[config.mk]
export PLATFORM = sky130hd
export DESIGN_NAME = cfgw_stager
export DESIGN_NICKNAME = d
export VERILOG_FILES = /design/src/rtl/cfgw_pkg.sv /design/src/rtl/cfgw_edge.sv /design/src/rtl/cfgw_par_path.sv /design/src/rtl/cfgw_ser_path.sv /design/src/rtl/cfgw_stager.sv
export SDC_FILE = /design/constraint.sdc
export NUM_CORES = 1
export LEC_CHECK = 0
export CORE_MARGIN = 4
export CORE_UTILIZATION = 40
export DETAILED_ROUTE_END_ITERATION = 10
export GPL_TIMING_DRIVEN = 0
export SLEW_MARGIN = 40
export SYNTH_ARGS = -nofsm -noshare
export SYNTH_HDL_FRONTEND = slang
export SYNTH_SLANG_ARGS = --single-unit
export TNS_END_PERCENT = 30
[constraint.sdc]
create_clock -name clk -period 1.8 [get_ports clk]
set_input_delay 0.27 -clock clk [delete_from_list [all_inputs] [get_ports clk]]
set_output_delay 0.27 -clock clk [all_outputs]
set_load 0.005 [all_outputs]
[src/rtl/cfgw_pkg.sv]
`timescale 1ns/1ps
package cfgw_pkg;
    localparam int CFG_W      = 32;
    localparam int BUS_W      = 16;
    localparam int LANE_W     = 8;
    localparam int HI_W       = LANE_W;
    localparam int LO_W       = CFG_W - HI_W;
    localparam int STAGE_W    = LO_W - LANE_W;
    localparam int FULL_BIT   = 16;
    localparam int BYTE_BEATS = CFG_W / LANE_W;
    localparam int BEAT_W     = $clog2(BYTE_BEATS);
    localparam int SCNT_W     = $clog2(CFG_W);

    typedef logic [CFG_W-1:0] cfg_word_t;

    typedef struct packed {
        logic            hi_we;
        logic            lo_we;
        logic [HI_W-1:0] hi;
        logic [LO_W-1:0] lo;
    } cfg_upd_t;

    localparam cfg_upd_t NO_UPD = '0;

    function automatic cfg_word_t apply_upd(cfg_word_t cur, cfg_upd_t u);
        cfg_word_t nxt;
        nxt = cur;
        if (u.hi_we) nxt[CFG_W-1 -: HI_W] = u.hi;
        if (u.lo_we) nxt[LO_W-1:0] = u.lo;
        return nxt;
    endfunction
endpackage

[src/rtl/cfgw_edge.sv]
`timescale 1ns/1ps
module cfgw_edge #(
    parameter int N = 2
) (
    input  logic         clk,
    input  logic [N-1:0] lvl,
    output logic [N-1:0] rise,
    output logic [N-1:0] fall
);
    logic [N-1:0] prev_q;

    always_ff @(posedge clk) begin
        prev_q <= lvl;
    end

    for (genvar i = 0; i < N; i++) begin : g_bit
        assign rise[i] = lvl[i] & ~prev_q[i];
        assign fall[i] = ~lvl[i] & prev_q[i];
    end
endmodule

[src/rtl/cfgw_par_path.sv]
`timescale 1ns/1ps
module cfgw_par_path
    import cfgw_pkg::*;
(
    input  logic             clk,
    input  logic             rst,
    input  logic             enable,
    input  logic             cs_n,
    input  logic             wr_rise,
    input  logic             byte_mode,
    input  logic [BUS_W-1:0] din,
    output cfg_upd_t         upd
);
    localparam logic [BEAT_W-1:0] LAST_BEAT = BEAT_W'(BYTE_BEATS - 1);

    logic [BEAT_W-1:0]  beat_q;
    logic [STAGE_W-1:0] stage_q;
    logic [LANE_W-1:0]  lane_hi;
    logic [LANE_W-1:0]  lane_lo;
    logic               fire;

    assign lane_hi = din[BUS_W-1 -: LANE_W];
    assign lane_lo = din[LANE_W-1:0];
    assign fire    = enable && !cs_n && wr_rise;

    always_comb begin
        upd = NO_UPD;
        if (fire) begin
            if (beat_q == '0) begin
                upd.hi_we = 1'b1;
                upd.hi    = lane_hi;
            end else if (!byte_mode) begin
                upd.lo_we = 1'b1;
                upd.lo    = {stage_q[STAGE_W-1 -: LANE_W], din};
            end else if (beat_q == LAST_BEAT) begin
                upd.lo_we = 1'b1;
                upd.lo    = {stage_q, lane_hi};
            end
        end
    end

    always_ff @(posedge clk) begin
        if (rst || !enable || cs_n) begin
            beat_q  <= '0;
            stage_q <= '0;
        end else if (fire) begin
            if (beat_q == '0) begin
                beat_q <= BEAT_W'(1);
                if (!byte_mode) stage_q[STAGE_W-1 -: LANE_W] <= lane_lo;
            end else if (!byte_mode || beat_q == LAST_BEAT) begin
                beat_q <= '0;
            end else begin
                stage_q <= {stage_q[LANE_W-1:0], lane_hi};
                beat_q  <= beat_q + 1'b1;
            end
        end
    end
endmodule

[src/rtl/cfgw_ser_path.sv]
`timescale 1ns/1ps
module cfgw_ser_path
    import cfgw_pkg::*;
(
    input  logic     clk,
    input  logic     rst,
    input  logic     enable,
    input  logic     frame_n,
    input  logic     sclk_fall,
    input  logic     sdi,
    output cfg_upd_t upd
);
    logic [SCNT_W-1:0] cnt_q;
    logic [CFG_W-2:0]  shift_q;
    cfg_word_t         incoming;
    logic              fire;
    logic              last_bit;

    assign incoming = {shift_q, sdi};
    assign fire     = enable && !frame_n && sclk_fall;
    assign last_bit = (cnt_q == SCNT_W'(CFG_W - 1));

    always_comb begin
        upd = NO_UPD;
        if (fire && last_bit) begin
            upd.hi_we = 1'b1;
            upd.hi    = incoming[CFG_W-1 -: HI_W];
            upd.lo_we = incoming[FULL_BIT];
            upd.lo    = incoming[LO_W-1:0];
        end
    end

    always_ff @(posedge clk) begin
        if (rst || !enable || frame_n) begin
            cnt_q   <= '0;
            shift_q <= '0;
        end else if (fire) begin
            shift_q <= incoming[CFG_W-2:0];
            cnt_q   <= last_bit ? '0 : cnt_q + 1'b1;
        end
    end
endmodule

[src/rtl/cfgw_stager.sv]
`timescale 1ns/1ps
module cfgw_stager
    import cfgw_pkg::*;
#(
    parameter logic [31:0] RESET_VALUE = 32'h0
) (
    input  logic        clk,
    input  logic        rst,
    input  logic        ser_mode,
    input  logic        byte_mode,
    input  logic        cs_n,
    input  logic        wr_stb,
    input  logic [15:0] par_din,
    input  logic        frame_n,
    input  logic        sclk,
    input  logic        sdi,
    output logic [31:0] cfg_word
);
    localparam int EDGE_N = 2;

    logic [EDGE_N-1:0] edge_rise;
    logic [EDGE_N-1:0] edge_fall;
    cfg_upd_t          par_upd;
    cfg_upd_t          ser_upd;
    cfg_word_t         cfg_q;

    cfgw_edge #(.N(EDGE_N)) u_edge (
        .clk  (clk),
        .lvl  ({sclk, wr_stb}),
        .rise (edge_rise),
        .fall (edge_fall)
    );

    cfgw_par_path u_par (
        .clk       (clk),
        .rst       (rst),
        .enable    (!ser_mode),
        .cs_n      (cs_n),
        .wr_rise   (edge_rise[0]),
        .byte_mode (byte_mode),
        .din       (par_din),
        .upd       (par_upd)
    );

    cfgw_ser_path u_ser (
        .clk       (clk),
        .rst       (rst),
        .enable    (ser_mode),
        .frame_n   (frame_n),
        .sclk_fall (edge_fall[1]),
        .sdi       (sdi),
        .upd       (ser_upd)
    );

    always_ff @(posedge clk) begin
        if (rst) cfg_q <= RESET_VALUE;
        else     cfg_q <= apply_upd(apply_upd(cfg_q, par_upd), ser_upd);
    end

    assign cfg_word = cfg_q;
endmodule

==> run metrics, run 1 <==
status=finished with violations; violated checks=negative setup slack; HPWL after DPL=8.480 mm; CTS tree=done; CTS buffer count=9; vias=3743; Worst Max-Slew Pin Slew=0.6495 ns; area added between synthesis and finish=41.90%; Rows=35; DR iter-0 viols=280; via count of the first global-routing pass=3561; detailed-router iteration count before antenna repair=4; largest net degree at the start of global routing=16; final hold violation count=0; period utilization=101.8%; die width=104.8 um; core area=0.009196 mm2; Max-slew headroom=between 50% and 60%; aggregate global routing overflow=0; Clock Skews=0.01324 ns; YS warnings=0; register area share after synthesis=a little under half; Netlist cell types=38; drc violations=0; fmax=545.7 MHz; hold_sp=wr_stb; DR WL/cell=17.77 um; Clock transition at path regs=0.09 ns; Synthesized Nets=505; Diodes inserted=0; Initial Utilization=40.72%; Final ANT Viol Nets=0; worst-path maximum fanout=5; CTS H-Tree Depth=3; Largest stage delay, worst path=0.52 ns; Worst VDD drop=0.3514 mV; max-cap violation count=0; Nets=584; number of flops mapped to enable cells by yosys=0; vias per cell=5.587; first-pass GRT wire length=18.66 mm; flops & latches, synth=88; main combinational cell family by area after synthesis=simple AND/OR/NAND/NOR gates; Vert. Die Dim=104.8 um; Ports=57; Critical-path top delay cell=or4b_4; Post-Syn Area=~0.0037 mm2; Reg-to-Reg Start=u_edge.prev_q[0]; Synth Area in Simple Gates=about a quarter; post-route minimum period=1.832 ns; fin. max-slew vios=0; share of layout cells above drive strength 1=21.29%; Max Root-Sink Buffers=2; critical path arrival=2.06 ns; Die ar.=0.01097 mm2; post-synthesis adder-cell area fraction=1.671%; Hold WS=0.1899 ns; crit-path cells=or4b_4 > or3_4 > clkbuf_16 > o22ai_4 > nor3_2; Compound-Gate Fraction of Synth Area=between 10% and 20%; Cells after Synth=475; root buffer cell=clkbuf_8; syn_area_per_cell=7.884 um2; Worst Hold Class=in -> reg; main flop type after synthesis=dfxtp_1; XOR/XNOR Fraction of Synth Area=0%; Post-Layout Cell Count=670; startpoint types=flip-flop; Crit path required time=2.03 ns; initial antenna violation count=0; Placed Cells=roughly 640; cell leakage power=1.754 nW; Worst-Skew Late Latency=0.36 ns; post-synthesis mux area share=under 10%; I/O Buffers=55; ys async rst share=0%; Worst Setup End Kind=flip-flop; RSZ-0062 raised after global routing=true; crit path launch=u_edge.prev_q[0]; Routed Wire Length=11.90 mm; gpl congestion=0.8861; kind of critical path=reg -> reg; GRT Overall Usage=21.35%; final worst setup slack=-0.03244 ns; setup TNS=-0.2370 ns; Setup-failing EPs final=17; Clock Sinks=between 80 and 90; PD cells=around 670 mW/mm2
==> routing by layer <==
metal / GRT usage (%) / up-vias / part of all wire (%)
met5: 0 / - / 0
met4: 7.404 / 0 / 1.6
met3: 2.841 / 15 / 5.3
met2: 35.06 / 109 / 48
met1: 28.85 / 1794 / 45
li1: - / 1825 / -
==> sequential cells by signal, summed over array words and instances, names as in the netlist <==
signal         count
cfg_word          32
u_ser.shift_q     31
u_par.stage_q     16
u_ser.cnt_q        5
u_edge.prev_q      2
u_par.beat_q       2
==> per-stage QoR <==
stage	worst slack (ns)	cell area [um2]	power (mW)	util [%]
floorplan	-0.01114	3785	2.105	-
global placement	-0.8482	4474	2.222	48.65
detailed placement	-0.8524	4474	2.224	48.65
CTS	-0.1113	5060	3.548	55.02
global route	-0.1449	5314	3.642	57.78
finish	-0.03244	5314	3.536	57.78
==> Yosys cell counts (3+ instances only) <==
master     n  share of area [%]
a311oi_1   9                2.1
nand3b_1   4               0.80
dfxtp_1   88                 47
ha_1       5                1.7
nand3_1   27                3.6
nor2_1    33                3.3
o22ai_1    9                1.5
nor3_1    25                3.3
clkbuf_1  35                3.5
o31ai_1    4               0.80
nand2_1   98                9.8
a211oi_1  10                2.0
inv_1     10                1.0
mux2i_1    4                1.1
a22oi_1   11                2.2
a32oi_1    3               0.70
a21oi_1   63                8.4
o21ai_0    9                1.2
buf_2      3               0.40
==> worst paths after layout <==
kind / end / slack (ns) / depth (start not counted)
worst min register to register: u_ser.shift_q[28] / 0.47 / 2
worst min-delay path: u_edge.prev_q[0] / 0.19 / 1
worst max-delay path: cfg_word[7] / -0.03 / 5
worst max register to register: cfg_word[7] / -0.03 / 5
==> worst max-delay path: cells and delay by family (launching register included) <==
family | cells | cell delay [ns]
simple gates | 3 | 1.06
flops | 1 | 0.33
buf+inv | 1 | 0.20
compound gates | 1 | 0.12
==> power breakdown <==
group	total, mW	internal (mW)	switching [mW]
Combinational	0.253	0.103	0.150
Clock	1.33	0.585	0.742
Sequential	1.96	1.95	0.00534
Total	3.54	2.64	0.897
==> layout make-up <==
class,count,area [um2]
timing repair buffer,70,703.2
clock buffer,11,151.4
inverter,10,37.54
multi-input combinational,337,2188
sequential,88,1768
tap,111,138.9
fill,837,3882
clock inverter,5,38.79
buffer,38,287.8
==> logic make-up (layout without fill, tap and decap cells) <==
kind of cell	count (synthesis)	count (layout)
adder cells (fa/ha/maj)	5	5
AND/OR/NAND/NOR	206	206
multiplexers	5	5
buffers and inverters	50	134
AO/OA/AOI/OAI	121	121
flip-flops	88	88
==> placed cells by master, fill, tap and decap left out, drive strengths merged, types with 2 or more instances in the layout <==
master,instances
clkbuf,41
o31ai,4
buf,23
nand3b,4
nor2b,2
nand3,27
o21ai,9
nand2,98
dfxtp,88
mux2i,4
or3,2
clkdlybuf4s50,52
a211oi,10
a22oi,11
and3,2
a311oi,9
a21oi,63
dlygate4sd2,2
a32oi,3
nand2b,2
clkinv,3
ha,5
nor2,33
o22ai,9
inv,11
nor4b,2
nor3,26
nor4,2
==> repair_timing <==
item                       4_1_cts  5_1_grt
pin swaps                       23       12
cloned                           4        1
setup buffers                    6        4
hold buffers                     0        0
gates resized for setup         77       59
setup endpoints to repair       82       75
No activity file was read; power rests on OpenSTA's default activity.
==> inputs of run 2 (changes only) <==
--- a/config.mk
+++ b/config.mk
@@ -9,7 +9,7 @@
 export CORE_UTILIZATION = 40
 export DETAILED_ROUTE_END_ITERATION = 10
 export GPL_TIMING_DRIVEN = 0
-export SLEW_MARGIN = 40
+export SLEW_MARGIN = 20
 export SYNTH_ARGS = -nofsm -noshare
 export SYNTH_HDL_FRONTEND = slang
 export SYNTH_SLANG_ARGS = --single-unit
==> results of run 2 <==
Same layout as run 1: the final DEF is identical, and so are final timing and power.
